--- src/rtl/sop_pkg.sv ---
package sop_pkg;
   // Four operand pairs feed the sum; eight operands in all.
   localparam int SOP_PAIRS = 4;
   localparam int SOP_OPS   = 2 * SOP_PAIRS;

   // Accumulate steps per operand set for a given multiplier count.
   function automatic int sop_steps(input int nmul);
      return SOP_PAIRS / nmul;
   endfunction

   // Multiplier counts that divide the pair count evenly.
   function automatic bit sop_nmul_ok(input int nmul);
      return (nmul == 1) || (nmul == 2) || (nmul == 4);
   endfunction
endpackage

--- src/rtl/sop_in_reg.sv ---
module sop_in_reg
   import sop_pkg::*;
#(
   parameter int W = 8
) (
   input  logic                 clk,
   input  logic                 rst,
   input  logic                 load,
   input  logic [SOP_OPS*W-1:0] ops_d,
   output logic [SOP_OPS*W-1:0] ops_q,
   output logic                 vld_q
);
   // Operand capture: pins never reach the multipliers directly.
   always_ff @(posedge clk) begin
      if (rst) begin
         ops_q <= '0;
         vld_q <= 1'b0;
      end else begin
         vld_q <= load;
         if (load) ops_q <= ops_d;
      end
   end
endmodule

--- src/rtl/sop_mult.sv ---
module sop_mult #(
   parameter int W = 8
) (
   input  logic signed [W-1:0]   x,
   input  logic signed [W-1:0]   y,
   output logic signed [2*W-1:0] p
);
   assign p = x * y;
endmodule

--- src/rtl/sop_par_core.sv ---
module sop_par_core
   import sop_pkg::*;
#(
   parameter int W = 8
) (
   input  logic                     clk,
   input  logic                     rst,
   input  logic                     vld_in,
   input  logic [SOP_OPS*W-1:0]     ops,
   output logic                     vld_out,
   output logic signed [2*W+1:0]    sum
);
   localparam int PW = 2 * W;   // product width
   localparam int QW = PW + 1;  // pair-sum width
   localparam int RW = PW + 2;  // final width

   logic signed [PW-1:0] prod_c [SOP_PAIRS];
   logic signed [PW-1:0] prod_q [SOP_PAIRS];
   logic signed [QW-1:0] pair_q [SOP_PAIRS/2];
   logic signed [RW-1:0] sum_q;
   logic                 v1_q, v2_q, v3_q;

   for (genvar i = 0; i < SOP_PAIRS; i++) begin : g_mul
      sop_mult #(.W(W)) u_mul (
         .x ($signed(ops[(2*i)*W +: W])),
         .y ($signed(ops[(2*i+1)*W +: W])),
         .p (prod_c[i])
      );
   end

   // Stage 1: products, stage 2: pair sums, stage 3: final sum.
   // Each stage loads only with valid data so the output holds between results.
   always_ff @(posedge clk) begin
      if (rst) begin
         for (int i = 0; i < SOP_PAIRS; i++) prod_q[i] <= '0;
         for (int j = 0; j < SOP_PAIRS/2; j++) pair_q[j] <= '0;
         sum_q <= '0;
         v1_q  <= 1'b0;
         v2_q  <= 1'b0;
         v3_q  <= 1'b0;
      end else begin
         v1_q <= vld_in;
         v2_q <= v1_q;
         v3_q <= v2_q;
         if (vld_in)
            for (int i = 0; i < SOP_PAIRS; i++) prod_q[i] <= prod_c[i];
         if (v1_q)
            for (int j = 0; j < SOP_PAIRS/2; j++)
               pair_q[j] <= QW'(prod_q[2*j]) + QW'(prod_q[2*j+1]);
         if (v2_q)
            sum_q <= RW'(pair_q[0]) + RW'(pair_q[1]);
      end
   end

   assign vld_out = v3_q;
   assign sum     = sum_q;
endmodule

--- src/rtl/sop_shr_core.sv ---
module sop_shr_core
   import sop_pkg::*;
#(
   parameter int W    = 8,
   parameter int NMUL = 1
) (
   input  logic                     clk,
   input  logic                     rst,
   input  logic                     vld_in,
   input  logic [SOP_OPS*W-1:0]     ops,
   output logic                     ready,
   output logic                     vld_out,
   output logic signed [2*W+1:0]    sum
);
   localparam int PW = 2 * W;
   localparam int RW = PW + 2;
   localparam int S  = sop_steps(NMUL);
   localparam int SW = (S > 1) ? $clog2(S) : 1;

   logic [SW-1:0]        step_q, cur;
   logic                 run_q, active, last;
   logic signed [W-1:0]  mx_x [NMUL];
   logic signed [W-1:0]  mx_y [NMUL];
   logic signed [PW-1:0] prod_c [NMUL];
   logic signed [RW-1:0] part, acc_q, acc_base, res_q;
   logic                 ov_q;

   // A fresh set always starts at step 0; otherwise continue the count.
   assign cur      = vld_in ? '0 : step_q;
   assign active   = vld_in | run_q;
   assign last     = (cur == SW'(S - 1));
   assign acc_base = (cur == '0) ? '0 : acc_q;

   // Select multiplexers: step k routes pairs k*NMUL .. k*NMUL+NMUL-1.
   always_comb begin
      for (int j = 0; j < NMUL; j++) begin
         mx_x[j] = $signed(ops[(2*(int'(cur)*NMUL + j))*W +: W]);
         mx_y[j] = $signed(ops[(2*(int'(cur)*NMUL + j) + 1)*W +: W]);
      end
   end

   for (genvar j = 0; j < NMUL; j++) begin : g_mul
      sop_mult #(.W(W)) u_mul (.x(mx_x[j]), .y(mx_y[j]), .p(prod_c[j]));
   end

   always_comb begin
      part = '0;
      for (int j = 0; j < NMUL; j++) part = part + RW'(prod_c[j]);
   end

   always_ff @(posedge clk) begin
      if (rst) begin
         step_q <= '0;
         run_q  <= 1'b0;
         acc_q  <= '0;
         res_q  <= '0;
         ov_q   <= 1'b0;
      end else begin
         ov_q <= 1'b0;
         if (active) begin
            if (last) begin
               res_q  <= acc_base + part;
               ov_q   <= 1'b1;
               run_q  <= 1'b0;
               step_q <= '0;
            end else begin
               acc_q  <= acc_base + part;
               step_q <= cur + SW'(1);
               run_q  <= 1'b1;
            end
         end
      end
   end

   // The slot frees during the last step so the next set loads back to back.
   assign ready   = ~active | last;
   assign vld_out = ov_q;
   assign sum     = res_q;

   // a new set never lands while an earlier one is still stepping.
   a_r6_no_overlap: assert property (@(posedge clk) disable iff (rst)
      vld_in |-> !run_q);
endmodule

--- src/rtl/sop_pipe.sv ---
module sop_pipe
   import sop_pkg::*;
#(
   parameter int W    = 8,
   parameter int NMUL = 4
) (
   input  logic                    clk,
   input  logic                    rst,
   input  logic                    in_valid,
   output logic                    in_ready,
   input  logic signed [W-1:0]     op_a,
   input  logic signed [W-1:0]     op_b,
   input  logic signed [W-1:0]     op_c,
   input  logic signed [W-1:0]     op_d,
   input  logic signed [W-1:0]     op_e,
   input  logic signed [W-1:0]     op_f,
   input  logic signed [W-1:0]     op_g,
   input  logic signed [W-1:0]     op_h,
   output logic                    out_valid,
   output logic signed [2*W+1:0]   sum_out
);
   localparam int RW = 2 * W + 2;
   localparam logic signed [RW-1:0] SUM_LIM = RW'(64'sd1 <<< (2 * W));

   if (!sop_nmul_ok(NMUL) || W < 2) begin : g_bad_cfg
      $error("sop_pipe: NMUL must be 1, 2 or 4 and W at least 2");
   end

   logic [SOP_OPS*W-1:0] ops_d, ops_q;
   logic                 v_q, load;

   assign ops_d = {op_h, op_g, op_f, op_e, op_d, op_c, op_b, op_a};
   assign load  = in_valid & in_ready;

   sop_in_reg #(.W(W)) u_in (
      .clk (clk), .rst (rst), .load (load),
      .ops_d (ops_d), .ops_q (ops_q), .vld_q (v_q)
   );

   if (NMUL == SOP_PAIRS) begin : g_par
      assign in_ready = 1'b1;
      sop_par_core #(.W(W)) u_core (
         .clk (clk), .rst (rst), .vld_in (v_q), .ops (ops_q),
         .vld_out (out_valid), .sum (sum_out)
      );
      // fixed latency of four edges from sampling to result.
      a_r4_par_latency: assert property (@(posedge clk) disable iff (rst)
         in_valid |-> ##4 out_valid);
   end else begin : g_shr
      sop_shr_core #(.W(W), .NMUL(NMUL)) u_core (
         .clk (clk), .rst (rst), .vld_in (v_q), .ops (ops_q),
         .ready (in_ready), .vld_out (out_valid), .sum (sum_out)
      );
      // acceptance makes the block busy on the next cycle.
      a_r6_busy_after_accept: assert property (@(posedge clk) disable iff (rst)
         (in_valid && in_ready) |=> !in_ready);
      // results leave as single-cycle pulses.
      a_r7_single_pulse: assert property (@(posedge clk) disable iff (rst)
         out_valid |=> !out_valid);
   end

   // the guard bits keep every delivered sum inside +/-2^(2W).
   a_r3_no_overflow: assert property (@(posedge clk) disable iff (rst)
      out_valid |-> (sum_out <= SUM_LIM && sum_out >= -SUM_LIM));

   // a reset edge leaves the block idle and cleared.
   a_r9_reset_state: assert property (@(posedge clk)
      rst |=> (!out_valid && sum_out == '0 && in_ready));
endmodule

--- config.mk ---
export PLATFORM = sky130hd
export DESIGN_NAME = sop_pipe
export DESIGN_NICKNAME = d
export VERILOG_FILES = /design/src/rtl/sop_pkg.sv /design/src/rtl/sop_in_reg.sv /design/src/rtl/sop_mult.sv /design/src/rtl/sop_par_core.sv /design/src/rtl/sop_shr_core.sv /design/src/rtl/sop_pipe.sv
export SDC_FILE = /design/constraint.sdc
export NUM_CORES = 1
export LEC_CHECK = 0
export BUFFER_PORTS_ARGS = -buffer_cell sky130_fd_sc_hd__buf_4
export CELL_PAD_IN_SITES_DETAIL_PLACEMENT = 1
export CELL_PAD_IN_SITES_GLOBAL_PLACEMENT = 1
export CORE_UTILIZATION = 39
export CTS_BUF_LIST = sky130_fd_sc_hd__clkbuf_8
export DETAILED_ROUTE_END_ITERATION = 8
export PLACE_DENSITY_LB_ADDON = 0.1
export SYNTH_ARGS = -nofsm -noshare
export SYNTH_HDL_FRONTEND = slang
export SYNTH_SLANG_ARGS = --single-unit
--- constraint.sdc ---
create_clock -name clk -period 5 [get_ports clk]
set_input_delay 0.5 -clock clk [delete_from_list [all_inputs] [get_ports clk]]
set_output_delay 0.5 -clock clk [all_outputs]
set_load 0.005 [all_outputs]
### Yosys cells after proc, flatten, opt, wreduce, memory -nomap -nowiden

Memories as Yosys holds them, arrays and structs flattened.
Cells that the tools add are included.
W data, S select, Z words.

| cells by class | value |
|---|---|
| add/sub/neg operators | 3 |
| multiply operators | 4 |
| div/mod/pow operators | 0 |
| $lt $le $gt $ge | 0 |
| equality and inequality tests | 0 |
| shift operators | 0 |
| muxes and demuxes | 14 |
| bitwise logic cells | 6 |
| reductions and logical operators | 0 |

Operator list:

| cell | number |
|---|---|
| $mul A8 B8 Y16 | 4 |
| $mux W16 | 4 |
| $add A16 B16 Y17 | 2 |
| $mux W17 | 2 |
| $add A17 B17 Y18 | 1 |
| $mux W1 | 8 |
| $or A1 B1 Y1 | 6 |

| storage, ports and cells | value |
|---|---|
| flip-flop bits (word level) | 86 |
| latch bits | 0 |
| bits in writable memories | 98 |
| ROM bits | 0 |
| input bits | 67 |
| output and inout port bits | 20 |
| logic and storage cells | 35 |
| memories | 2 |

Memory list:

| name | words | bits a word | rd ports | clocked after memory_dff | write ports | RTL line | source |
|---|---|---|---|---|---|---|---|
| g_par.u_core.prod_q | 4 | 16 | 4 | 0 | 4 | sop_par_core.sv:18 | `logic signed [PW-1:0] prod_q [SOP_PAIRS];` |
| g_par.u_core.pair_q | 2 | 17 | 2 | 0 | 2 | sop_par_core.sv:19 | `logic signed [QW-1:0] pair_q [SOP_PAIRS/2];` |

### Depth between registers and ports, before layout

| logic depth | value |
|---|---|
| word-level depth | 4 |
| mapped depth | 18 |
| mapped depth without buffers | 17 |

### Modules after synthesis

A second synthesis with hierarchy kept.

| second synthesis, totals | value |
|---|---|
| cells, all modules | 1,939 |
| area total of the unflattened synthesis | 18,950.7 µm² |

By module, submodules not included:

| module | instances | cells each | area each (µm²) |
|---|---|---|---|
| sop_par_core | 1 | 578 | 6,516.2 |
| sop_mult (g_par.u_core.g_mul[0].u_mul ...) | 2 | 289 | 2,532.4 |
| sop_mult (g_par.u_core.g_mul[2].u_mul) | 1 | 289 | 2,536.2 |
| sop_mult (g_par.u_core.g_mul[3].u_mul) | 1 | 284 | 2,511.2 |
| sop_in_reg | 1 | 208 | 2,311.0 |
| sop_pipe | 1 | 2 | 11.3 |

### Worst setup path before layout

No wires, ideal clock.

| timing path | value |
|---|---|
| path kind | reg2reg |
| start point | register u_in.ops_q[39] |
| end point | memory g_par.u_core.prod_q[2][13] (netlist bit) (data pin) |
| arrival | 4.044 ns |
| data required time | 4.728 ns |
| setup slack | 0.684 ns |
| stages on the path, launching flop included | 18 |
| buffers on the path | 1 |
| period minus slack after synthesis | 4.316 ns |
| path through | dfxtp_1 -> clkbuf_1 -> and2_1 -> fa_1 -> inv_1 -> fa_1 -> inv_1 -> fa_1 -> inv_1 -> fa_1 -> inv_1 -> ha_1 -> o21a_1 -> a21oi_2 -> o22ai_1 -> or4_4 -> a21oi_1 -> nor3b_2 |

RTL lines:

| what | RTL line | source |
|---|---|---|
| from (decl) | sop_in_reg.sv:10 | `output logic [SOP_OPS*W-1:0] ops_q,` |
| from (signal assigned) | sop_in_reg.sv:20 | `if (load) ops_q <= ops_d;` |
| to (decl) | sop_par_core.sv:18 |  |

==> results.sh <==
export IMPL_status="complete, no violations"
export IMPL_area_growth_pct=9.00
export IMPL_wl_um=43900
export IMPL_hold_path_class="input port to flip-flop"
export IMPL_avgSynthCellArea_um2=9.74
export IMPL_grt_pass1_wl_um=75400
export IMPL_synth_top_area_frac=0.239
export IMPL_pre_cts_ws_ps=414
export IMPL_end_kind="flip-flop"
export IMPL_hold_viol_final=0
export IMPL_ir_worst_vdd_v=0.000115
export IMPL_clockBufferDepth=2
export IMPL_period_share=0.913
export IMPL_powerDensity_nw_per_um2=195
export IMPL_ys_ff_latch=184
export IMPL_antenna_found_initial=0
export IMPL_start_util=0.398
export IMPL_fin_nets=2443
export IMPL_slowest_delay_ps=540
export IMPL_synthArstFlopShare=0
export IMPL_synth_area_um2=18700
export IMPL_synthFlopType="edfxtp_1"
export IMPL_worst_setup_path_type="flip-flop to flip-flop"
export IMPL_path_cells="nand2_1, fa_1, fa_1, fa_1, fa_1, inv_1, ha_1, o21a_1, a21oi_1, o22ai_1, or4_4, a21oi_1, nor3b_2"
export IMPL_timing_rr_start="u_in.ops_q[10]$_SDFFE_PP0P_"
export IMPL_clockRootBuffer="clkbuf_8"
export IMPL_rows=79
export IMPL_fp_coreArea_um2=47000
export IMPL_overflow=0
export IMPL_fin_hold_ws_ps=156
export IMPL_syn_num_nets=2374
export IMPL_syn_inst=1919
export IMPL_grt_pass1_vias=14700
export IMPL_fin_worst_skew_ps=19.5
export IMPL_drc=0
export IMPL_cp_max_fo=9
export IMPL_drive_gt1_frac=0.0795
export IMPL_slew_violations=0
export IMPL_io_pins=87
export IMPL_synth_area_leaders="fa_1 24%, edfxtp_1 16%, ha_1 11%, dfxtp_1 9.2%, inv_1 6.6%"
export IMPL_cts_resized=0
export IMPL_synth_area_leader_cell="fa_1"
export IMPL_track_usage=0.194
export IMPL_critPathRequiredTime_ps=5300
export IMPL_dp_hpwl_um=35900
export IMPL_setup_slack_ps=434
export IMPL_cts_tree="yes"
export IMPL_vias=13200
export IMPL_synth_edf_count=98
export IMPL_crit_buf_inv=1
export IMPL_num_antenna_cells=0
export IMPL_cts_htree_levels=4
export IMPL_die_area_um2=48800
export IMPL_max_freq_mhz=219
export IMPL_leakagePower_uw=0.00962
export IMPL_crit_start="u_in.ops_q[10]$_SDFFE_PP0P_"
export IMPL_ant_nets=0
export IMPL_die_h_um=221
export IMPL_die_w_um=221
export IMPL_portBuffers=85
export IMPL_clk_insertion_delay_late_ps=560
export IMPL_worst_ep_arrival_time_ps=4860
export IMPL_synthDistinctLibCells=77
export IMPL_worst_setup_path_start_kind="flip-flop"
export IMPL_setup_viol=0
export IMPL_max_cap_violations=0
export IMPL_n_fill_cell=5333
export IMPL_crit_family="adder cells"
export IMPL_rsz0062_at_grt="no"
export IMPL_min_from="op_a[4]"
export IMPL_cts_sinks=184
export IMPL_setup_tns_ps=0
export IMPL_drtIter0Drc=447
export IMPL_ys_seq_area_frac=0.249
export IMPL_crit_path_top_delay_cell="dfxtp_1"
export IMPL_postCtsHoldBufs=0
export IMPL_viasPerCell=5.08
export IMPL_wl_per_cell_um=16.8
export IMPL_routabilityCongestion=0.820
export IMPL_clk_pin_slew_worst_paths_ps=120
export IMPL_drt_pass1_iter_count=4
export IMPL_postPlaceCellArea_um2=20000
export IMPL_synth_most_common_cell="inv_1"
export IMPL_final_min_clock_period_ps=4570
export IMPL_yosysWarnings=0
export IMPL_worst_slew_pin_slew_ps=1080
export IMPL_slew_limit_headroom=0.280
export IMPL_post_cts_buffers=0
export IMPL_path_common_cell="fa_1"
export IMPL_final_cell_area_um2=20400
export IMPL_numCtsBuffers=17
export IMPL_grt_max_degree=67
export IMPL_synthTopCellsByCount="328 x inv_1, 223 x fa_1, 182 x and2_1, 165 x ha_1, 158 x nor2_1"
[flip-flops by register name, indices dropped and copies added, names as in the netlist]
register              cells
u_in.ops_q               64
g_par.u_core.prod_q      64
g_par.u_core.sum         18
g_par.u_core.vld_out      1
g_par.u_core.v2_q         1
g_par.u_core.v1_q         1
g_par.u_core.pair_q      34
u_in.vld_q                1
[routing by layer]
metal,track usage,vias to the layer above,wire length [um]
met5,0,-,0
met4,0.0544,0,601
met3,0.0282,33,898
met2,0.336,125,21800
met1,0.251,6699,20600
li1,-,6391,-
[placed cells by master (no fill, tap or decap), drive strengths merged, types with 23 or more instances in the layout]
cell    Yosys  final
a21oi      55     55
o21ai      35     35
and2      182    182
fa        223    223
edfxtp     98     98
xnor2      48     48
dfxtp      86     86
mux2i      71     71
buf         9     94
nor3       34     34
ha        165    165
nor2      158    158
nor2b      32     32
nand3      27     27
a21o       23     23
inv       328    336
nand2      98     98
[worst paths after layout]
path                                               to  slack (ps)  cells past startpoint
max          g_par.u_core.prod_q[0][13]$_SDFFCE_PN0P_         430                     13
min                        u_in.ops_q[4]$_SDFFE_PP0P_         160                      3
max reg2reg  g_par.u_core.prod_q[0][13]$_SDFFCE_PN0P_         430                     13
min reg2reg          g_par.u_core.sum[8]$_SDFFE_PP0P_         480                      2
[layout make-up]
| type | count | area, um2 | share of cell area |
|---|---|---|---|
| Clock buffer | 17 | 234 | 0.0115 |
| Inverter | 329 | 1230 | 0.0606 |
| Tap cell | 607 | 759 | 0.0373 |
| Sequential cell | 184 | 4660 | 0.229 |
| Multi-Input combinational cell | 1362 | 12600 | 0.619 |
| Clock inverter | 15 | 156 | 0.00767 |
| Timing Repair Buffer | 94 | 706 | 0.0346 |
[worst reg2reg max path: cells and delay by family, from the launching register on]
family / cells / cell delay [ps]
AOI/OAI and AO/OA: 4 / 770
adders and majority gates: 5 / 2280
buffers and inverters: 1 / 40
DFF: 1 / 540
and+or+nand+nor: 3 / 670
[through the flow]
stage               utilization  cells  power (uW)
finish                    0.434   2608        3980
global route              0.434   2608        4260
CTS                       0.434   2608        4060
detailed placement        0.426   2576        2970
global placement          0.426   2576        2940
floorplan                     -   1919        2620
[kinds of logic (layout without fill, tap and decap cells)]
kind of cell             after synthesis  count (layout)  share of synthesized area
buffers and inverters                373             455                     0.0754
adder cells (fa/ha/maj)              388             388                      0.349
other                                  1               1                   0.000201
XOR/XNOR                              68              68                     0.0319
flip-flops                           184             184                      0.249
AO/OA/AOI/OAI                        213             213                     0.0800
multiplexers                          74              74                     0.0398
AND/OR/NAND/NOR                      618             618                      0.174
[power by group]
group | switching, uW | internal, uW
Sequential | 107 | 1690
Clock | 686 | 373
Combinational | 645 | 481
Note: power is estimated with default switching activity, not from simulation.
